===== config.mk =====
export PLATFORM = sky130hd
export DESIGN_NAME = gpio_irq_detect
export DESIGN_NICKNAME = d
export VERILOG_FILES = /design/src/rtl/gpio_irq_pkg.sv /design/src/rtl/gpio_irq_pin_cell.sv /design/src/rtl/gpio_irq_regs.sv /design/src/rtl/gpio_irq_detect.sv
export SDC_FILE = /design/constraint.sdc
export NUM_CORES = 1
export LEC_CHECK = 0
export ABC_AREA = 1
export CORE_ASPECT_RATIO = 1.25
export CORE_MARGIN = 8
export CORE_UTILIZATION = 50
export DETAILED_ROUTE_END_ITERATION = 7
export PLACE_DENSITY = 0.89
export SETUP_SLACK_MARGIN = 0.15
export SYNTH_ARGS = -nofsm -noshare
export SYNTH_HDL_FRONTEND = slang
export SYNTH_SLANG_ARGS = --single-unit

===== constraint.sdc =====
create_clock -name clk -period 4.3 [get_ports clk]
set_input_delay 0.86 -clock clk [delete_from_list [all_inputs] [get_ports clk]]
set_output_delay 0.86 -clock clk [all_outputs]
set_load 0.02 [all_outputs]

===== src/rtl/gpio_irq_pkg.sv =====
package gpio_irq_pkg;

    localparam int unsigned REG_AW = 12;

    localparam logic [REG_AW-1:0] OFS_MODE   = 12'h404;
    localparam logic [REG_AW-1:0] OFS_ANYCHG = 12'h408;
    localparam logic [REG_AW-1:0] OFS_POLAR  = 12'h40C;
    localparam logic [REG_AW-1:0] OFS_ENMASK = 12'h410;
    localparam logic [REG_AW-1:0] OFS_RAW    = 12'h414;
    localparam logic [REG_AW-1:0] OFS_MASKED = 12'h418;
    localparam logic [REG_AW-1:0] OFS_ACK    = 12'h41C;

endpackage


===== src/rtl/gpio_irq_pin_cell.sv =====
module gpio_irq_pin_cell (
    input  logic lvl,
    input  logic is_out,
    input  logic chg,
    input  logic mode_level,
    input  logic any_chg,
    input  logic polar,
    output logic set_req
);
    logic match;

    always_comb begin
        match = (lvl == polar);
        if (mode_level) begin
            set_req = match;
        end else begin
            set_req = chg & ~is_out & (any_chg | match);
        end
    end
endmodule


===== src/rtl/gpio_irq_regs.sv =====
module gpio_irq_regs
    import gpio_irq_pkg::*;
#(
    parameter int unsigned NPINS = 8
) (
    input  logic              clk,
    input  logic              rst_n,
    input  logic              bus_wr,
    input  logic [REG_AW-1:0] bus_addr,
    input  logic [NPINS-1:0]  bus_wdata,
    output logic [NPINS-1:0]  bus_rdata,
    input  logic [NPINS-1:0]  set_vec,
    output logic [NPINS-1:0]  mode_q,
    output logic [NPINS-1:0]  anychg_q,
    output logic [NPINS-1:0]  polar_q,
    output logic [NPINS-1:0]  enmask_q,
    output logic [NPINS-1:0]  raw_q,
    output logic              irq_q
);
    typedef struct packed {
        logic [NPINS-1:0] mode;
        logic [NPINS-1:0] anychg;
        logic [NPINS-1:0] polar;
        logic [NPINS-1:0] enmask;
        logic [NPINS-1:0] raw;
        logic             irq;
    } state_t;

    state_t st_d, st_q;

    always_comb begin
        st_d = st_q;
        if (bus_wr) begin
            case (bus_addr)
                OFS_MODE:   st_d.mode   = bus_wdata;
                OFS_ANYCHG: st_d.anychg = bus_wdata;
                OFS_POLAR:  st_d.polar  = bus_wdata;
                OFS_ENMASK: st_d.enmask = bus_wdata;
                OFS_ACK:    st_d.raw    = st_q.raw & ~bus_wdata;
                default:    ;
            endcase
        end
        // new events are merged after the acknowledge so they are never dropped
        st_d.raw = st_d.raw | set_vec;
        st_d.irq = |(st_q.raw & st_q.enmask);
    end

    always_ff @(posedge clk or negedge rst_n) begin
        if (!rst_n) begin
            st_q <= '0;
        end else begin
            st_q <= st_d;
        end
    end

    always_comb begin
        bus_rdata = '0;
        case (bus_addr)
            OFS_MODE:   bus_rdata = st_q.mode;
            OFS_ANYCHG: bus_rdata = st_q.anychg;
            OFS_POLAR:  bus_rdata = st_q.polar;
            OFS_ENMASK: bus_rdata = st_q.enmask;
            OFS_RAW:    bus_rdata = st_q.raw;
            OFS_MASKED: bus_rdata = st_q.raw & st_q.enmask;
            default:    bus_rdata = '0;
        endcase
    end

    assign mode_q   = st_q.mode;
    assign anychg_q = st_q.anychg;
    assign polar_q  = st_q.polar;
    assign enmask_q = st_q.enmask;
    assign raw_q    = st_q.raw;
    assign irq_q    = st_q.irq;
endmodule


===== src/rtl/gpio_irq_detect.sv =====
module gpio_irq_detect
    import gpio_irq_pkg::*;
#(
    parameter int unsigned NPINS = 8
) (
    input  logic              clk,
    input  logic              rst_n,
    input  logic              bus_wr,
    input  logic [REG_AW-1:0] bus_addr,
    input  logic [NPINS-1:0]  bus_wdata,
    output logic [NPINS-1:0]  bus_rdata,
    input  logic [NPINS-1:0]  pin_level,
    input  logic [NPINS-1:0]  pin_is_out,
    input  logic [NPINS-1:0]  pin_chg,
    output logic              irq
);
    logic [NPINS-1:0] set_vec;
    logic [NPINS-1:0] mode_st;
    logic [NPINS-1:0] anychg_st;
    logic [NPINS-1:0] polar_st;
    logic [NPINS-1:0] mask_st;
    logic [NPINS-1:0] raw_st;

    for (genvar gi = 0; gi < NPINS; gi++) begin : g_pin
        gpio_irq_pin_cell u_cell (
            .lvl        (pin_level[gi]),
            .is_out     (pin_is_out[gi]),
            .chg        (pin_chg[gi]),
            .mode_level (mode_st[gi]),
            .any_chg    (anychg_st[gi]),
            .polar      (polar_st[gi]),
            .set_req    (set_vec[gi])
        );
    end

    gpio_irq_regs #(.NPINS(NPINS)) u_regs (
        .clk       (clk),
        .rst_n     (rst_n),
        .bus_wr    (bus_wr),
        .bus_addr  (bus_addr),
        .bus_wdata (bus_wdata),
        .bus_rdata (bus_rdata),
        .set_vec   (set_vec),
        .mode_q    (mode_st),
        .anychg_q  (anychg_st),
        .polar_q   (polar_st),
        .enmask_q  (mask_st),
        .raw_q     (raw_st),
        .irq_q     (irq)
    );
endmodule


==> flow_metrics.env <==
export IMPL_status="finished clean"
export IMPL_worstSetupEndpointType="output pin"
export IMPL_cts_max_level=2
export IMPL_synth_cell_type_count=23
export IMPL_hold_violations=0
export IMPL_synth_top_area_share_pct=40.0
export IMPL_total_power_w=0.000801
export IMPL_ys_seq_area_share_pct=40.0
export IMPL_num_vias=2406
export IMPL_avgViaCountPerCell=5.33
export IMPL_final_common_cell="nand2_1"
export IMPL_core_area_mm2=0.00501
export IMPL_regArea_mm2=0.00103
export IMPL_start_util_pct=51.3
export IMPL_final_nets=435
export IMPL_n_antenna_cell=0
export IMPL_timing_slew_headroom_pct=38.2
export IMPL_portBuffers=55
export IMPL_worstPathArrival_ns=2.94
export IMPL_post_cts_resized=0
export IMPL_powerDensity_mw_per_mm2=248
export IMPL_leakage_nw=1.54
export IMPL_route_detailed_drc=0
export IMPL_io_pins=56
export IMPL_die_area_mm2=0.00770
export IMPL_gp_congestion=0.876
export IMPL_fillCellCount=431
export IMPL_critPathKind="primary input to output pin"
export IMPL_post_dp_hpwl_um=4640
export IMPL_clk_path_buf_depth=2
export IMPL_path_max_fanout=10
export IMPL_grt_usage_pct=17.9
export IMPL_synthesis_area_mm2=0.00257
export IMPL_synthesis_nets=381
export IMPL_wl_met3_um=370
export IMPL_drtAntennaViolNets=0
export IMPL_yosysWarnings=0
export IMPL_period_share_pct=88.4
export IMPL_wl_per_cell_um=14.4
export IMPL_setup_tns_ns=0
export IMPL_final_cell_mix="88 x nand2_1, 54 x clkdlybuf4s50_1, 46 x nand3_1"
export IMPL_yosys_top_cells_area="dfrtp_1 40%, nand2_1 13%, nand3_1 9.0%, o21ai_2 6.8%, inv_1 5.8%"
export IMPL_synthCells=334
export IMPL_fp_row_count=29
export IMPL_setup_viol=0
export IMPL_cts_buffers=5
export IMPL_cts_tree="built"
export IMPL_cts_sinks=41
export IMPL_ys_ff_latch=41
export IMPL_slew_violations=0
export IMPL_wl_met1_um=2610
export IMPL_routed_top_layer="met4"
export IMPL_clock_skew_ns=0.00304
export IMPL_grt_start_max_net_pins=42
export IMPL_grt_pass1_wl_um=11000
export IMPL_rsz0062_at_grt="false"
export IMPL_r2r_setup_slack_ns=3.28
export IMPL_vdd_drop_max_mv=0.219
export IMPL_wl_um=6490
export IMPL_dieWidth_um=80.1
export IMPL_clkTransAtPathRegs_ns=0.07
export IMPL_period_minus_slack_ns=3.80
export IMPL_grt_pass1_vias=2419
export IMPL_cap_viol_max_count=0
export IMPL_clock_root_buffer="clkbuf_8"
export IMPL_die_h_um=96.1
export IMPL_multi_input_area_mm2=0.00129
export IMPL_critPathRequiredTime_ns=3.44
export IMPL_antenna_found_initial=0
export IMPL_cts_setup_buffers=0
export IMPL_drive_gt1_share_pct=12.9
export IMPL_grt_ovfl_total=0
export IMPL_firstDrtPassIters=5
export IMPL_wl_met2_um=3340
export IMPL_worst_slew_pin_slew_ns=0.927
export IMPL_hold_class="flip-flop to flip-flop"
export IMPL_synth_top_area_cell="dfrtp_1"
export IMPL_cts_hold_repair_buffers=0
export IMPL_clock_latency_ns=0.30
export IMPL_drtIter0Drc=227
export IMPL_syn2layout_area_growth_pct=25.9
export IMPL_start_kind="primary input"
export IMPL_syn_avg_cell_area_um2=7.69
export IMPL_max_freq_mhz=263
## logic make-up after synthesis
group                     Yosys count  share of synthesized area [%]
AOI/OAI and AO/OA                  59                           14.4
xor gates and xnor gates            8                           2.73
buffers and inverters              53                           9.89
DFF                                41                           40.0
and+or+nand+nor                   173                           33.0
## through the flow
stage / worst slack, ns / hold slack [ns] / util [%] / instance area [µm²] / instances
2_1_floorplan: 1.65 / 0.478 / - / 2570 / 334
3_3_place_gp: 0.574 / 0.491 / 62.2 / 3120 / 443
3_5_place_dp: 0.511 / 0.504 / 62.2 / 3120 / 443
4_1_cts: 0.497 / 0.521 / 64.6 / 3230 / 451
5_1_grt: 0.356 / 0.549 / 64.6 / 3230 / 451
6_report: 0.497 / 0.524 / 64.6 / 3230 / 451
## report_power, final
part	total (W)	switching (W)	internal [W]	leakage, nW
logic	0.0000906	0.0000436	0.0000470	0.953
registers	0.000389	0.00000146	0.000387	0.531
clock network	0.000322	0.000132	0.000189	0.0585
## worst paths after layout
check / start / to / depth (start not counted)
min in group asynchronous: rst_n / u_regs.polar_q[5] / 1
setup reg to reg: u_regs.raw_q[0] / u_regs.irq_q / 3
hold / removal: u_regs.enmask_q[3] / u_regs.enmask_q[3] / 2
hold reg to reg: u_regs.enmask_q[3] / u_regs.enmask_q[3] / 2
max in group asynchronous: rst_n / u_regs.enmask_q[2] / 1
setup / recovery: bus_addr[10] / bus_rdata[2] / 11
## cell usage after synthesis, drive strengths merged
cell type and n:
nand2 93, o21ai 59, nand3 49, dfrtp 41, inv 41, nor2 27
buf 11, xor2 8, nand4 2, clkinv 1, nor3 1, or2 1
## area by class of cell
cell class | count | share of cell area [%]
clock buffer | 7 | 2.67
clock inverter | 1 | 0.929
sequential | 41 | 31.7
multi-input combinational | 240 | 39.8
tap | 62 | 2.40
timing repair buffer | 58 | 17.6
inverter | 42 | 4.88
## per-layer routing
| metal | track usage, % | vias up |
|---|---|---|
| li1 | - | 1182 |
| met1 | 20.5 | 1120 |
| met2 | 31.0 | 83 |
| met3 | 3.46 | 21 |
| met4 | 9.27 | 0 |
| met5 | 0 | - |
## flip-flops by register name (all words and copies together), names as in the netlist
name	flops
u_regs.enmask_q	8
u_regs.raw_q	8
u_regs.mode_q	8
u_regs.irq_q	1
u_regs.anychg_q	8
u_regs.polar_q	8
## critical path, cell delays in order
cell	delay, ns
clkdlybuf4s50_1	0.45
inv_1	0.04
nor2_2	0.08
nand2_2	0.13
nor2_4	0.25
buf_4	0.21
nand3_1	0.07
o21ai_0	0.09
inv_1	0.06
nand2_1	0.07
clkdlybuf4s50_1	0.61
Note: power is estimated with default switching activity, not from simulation.
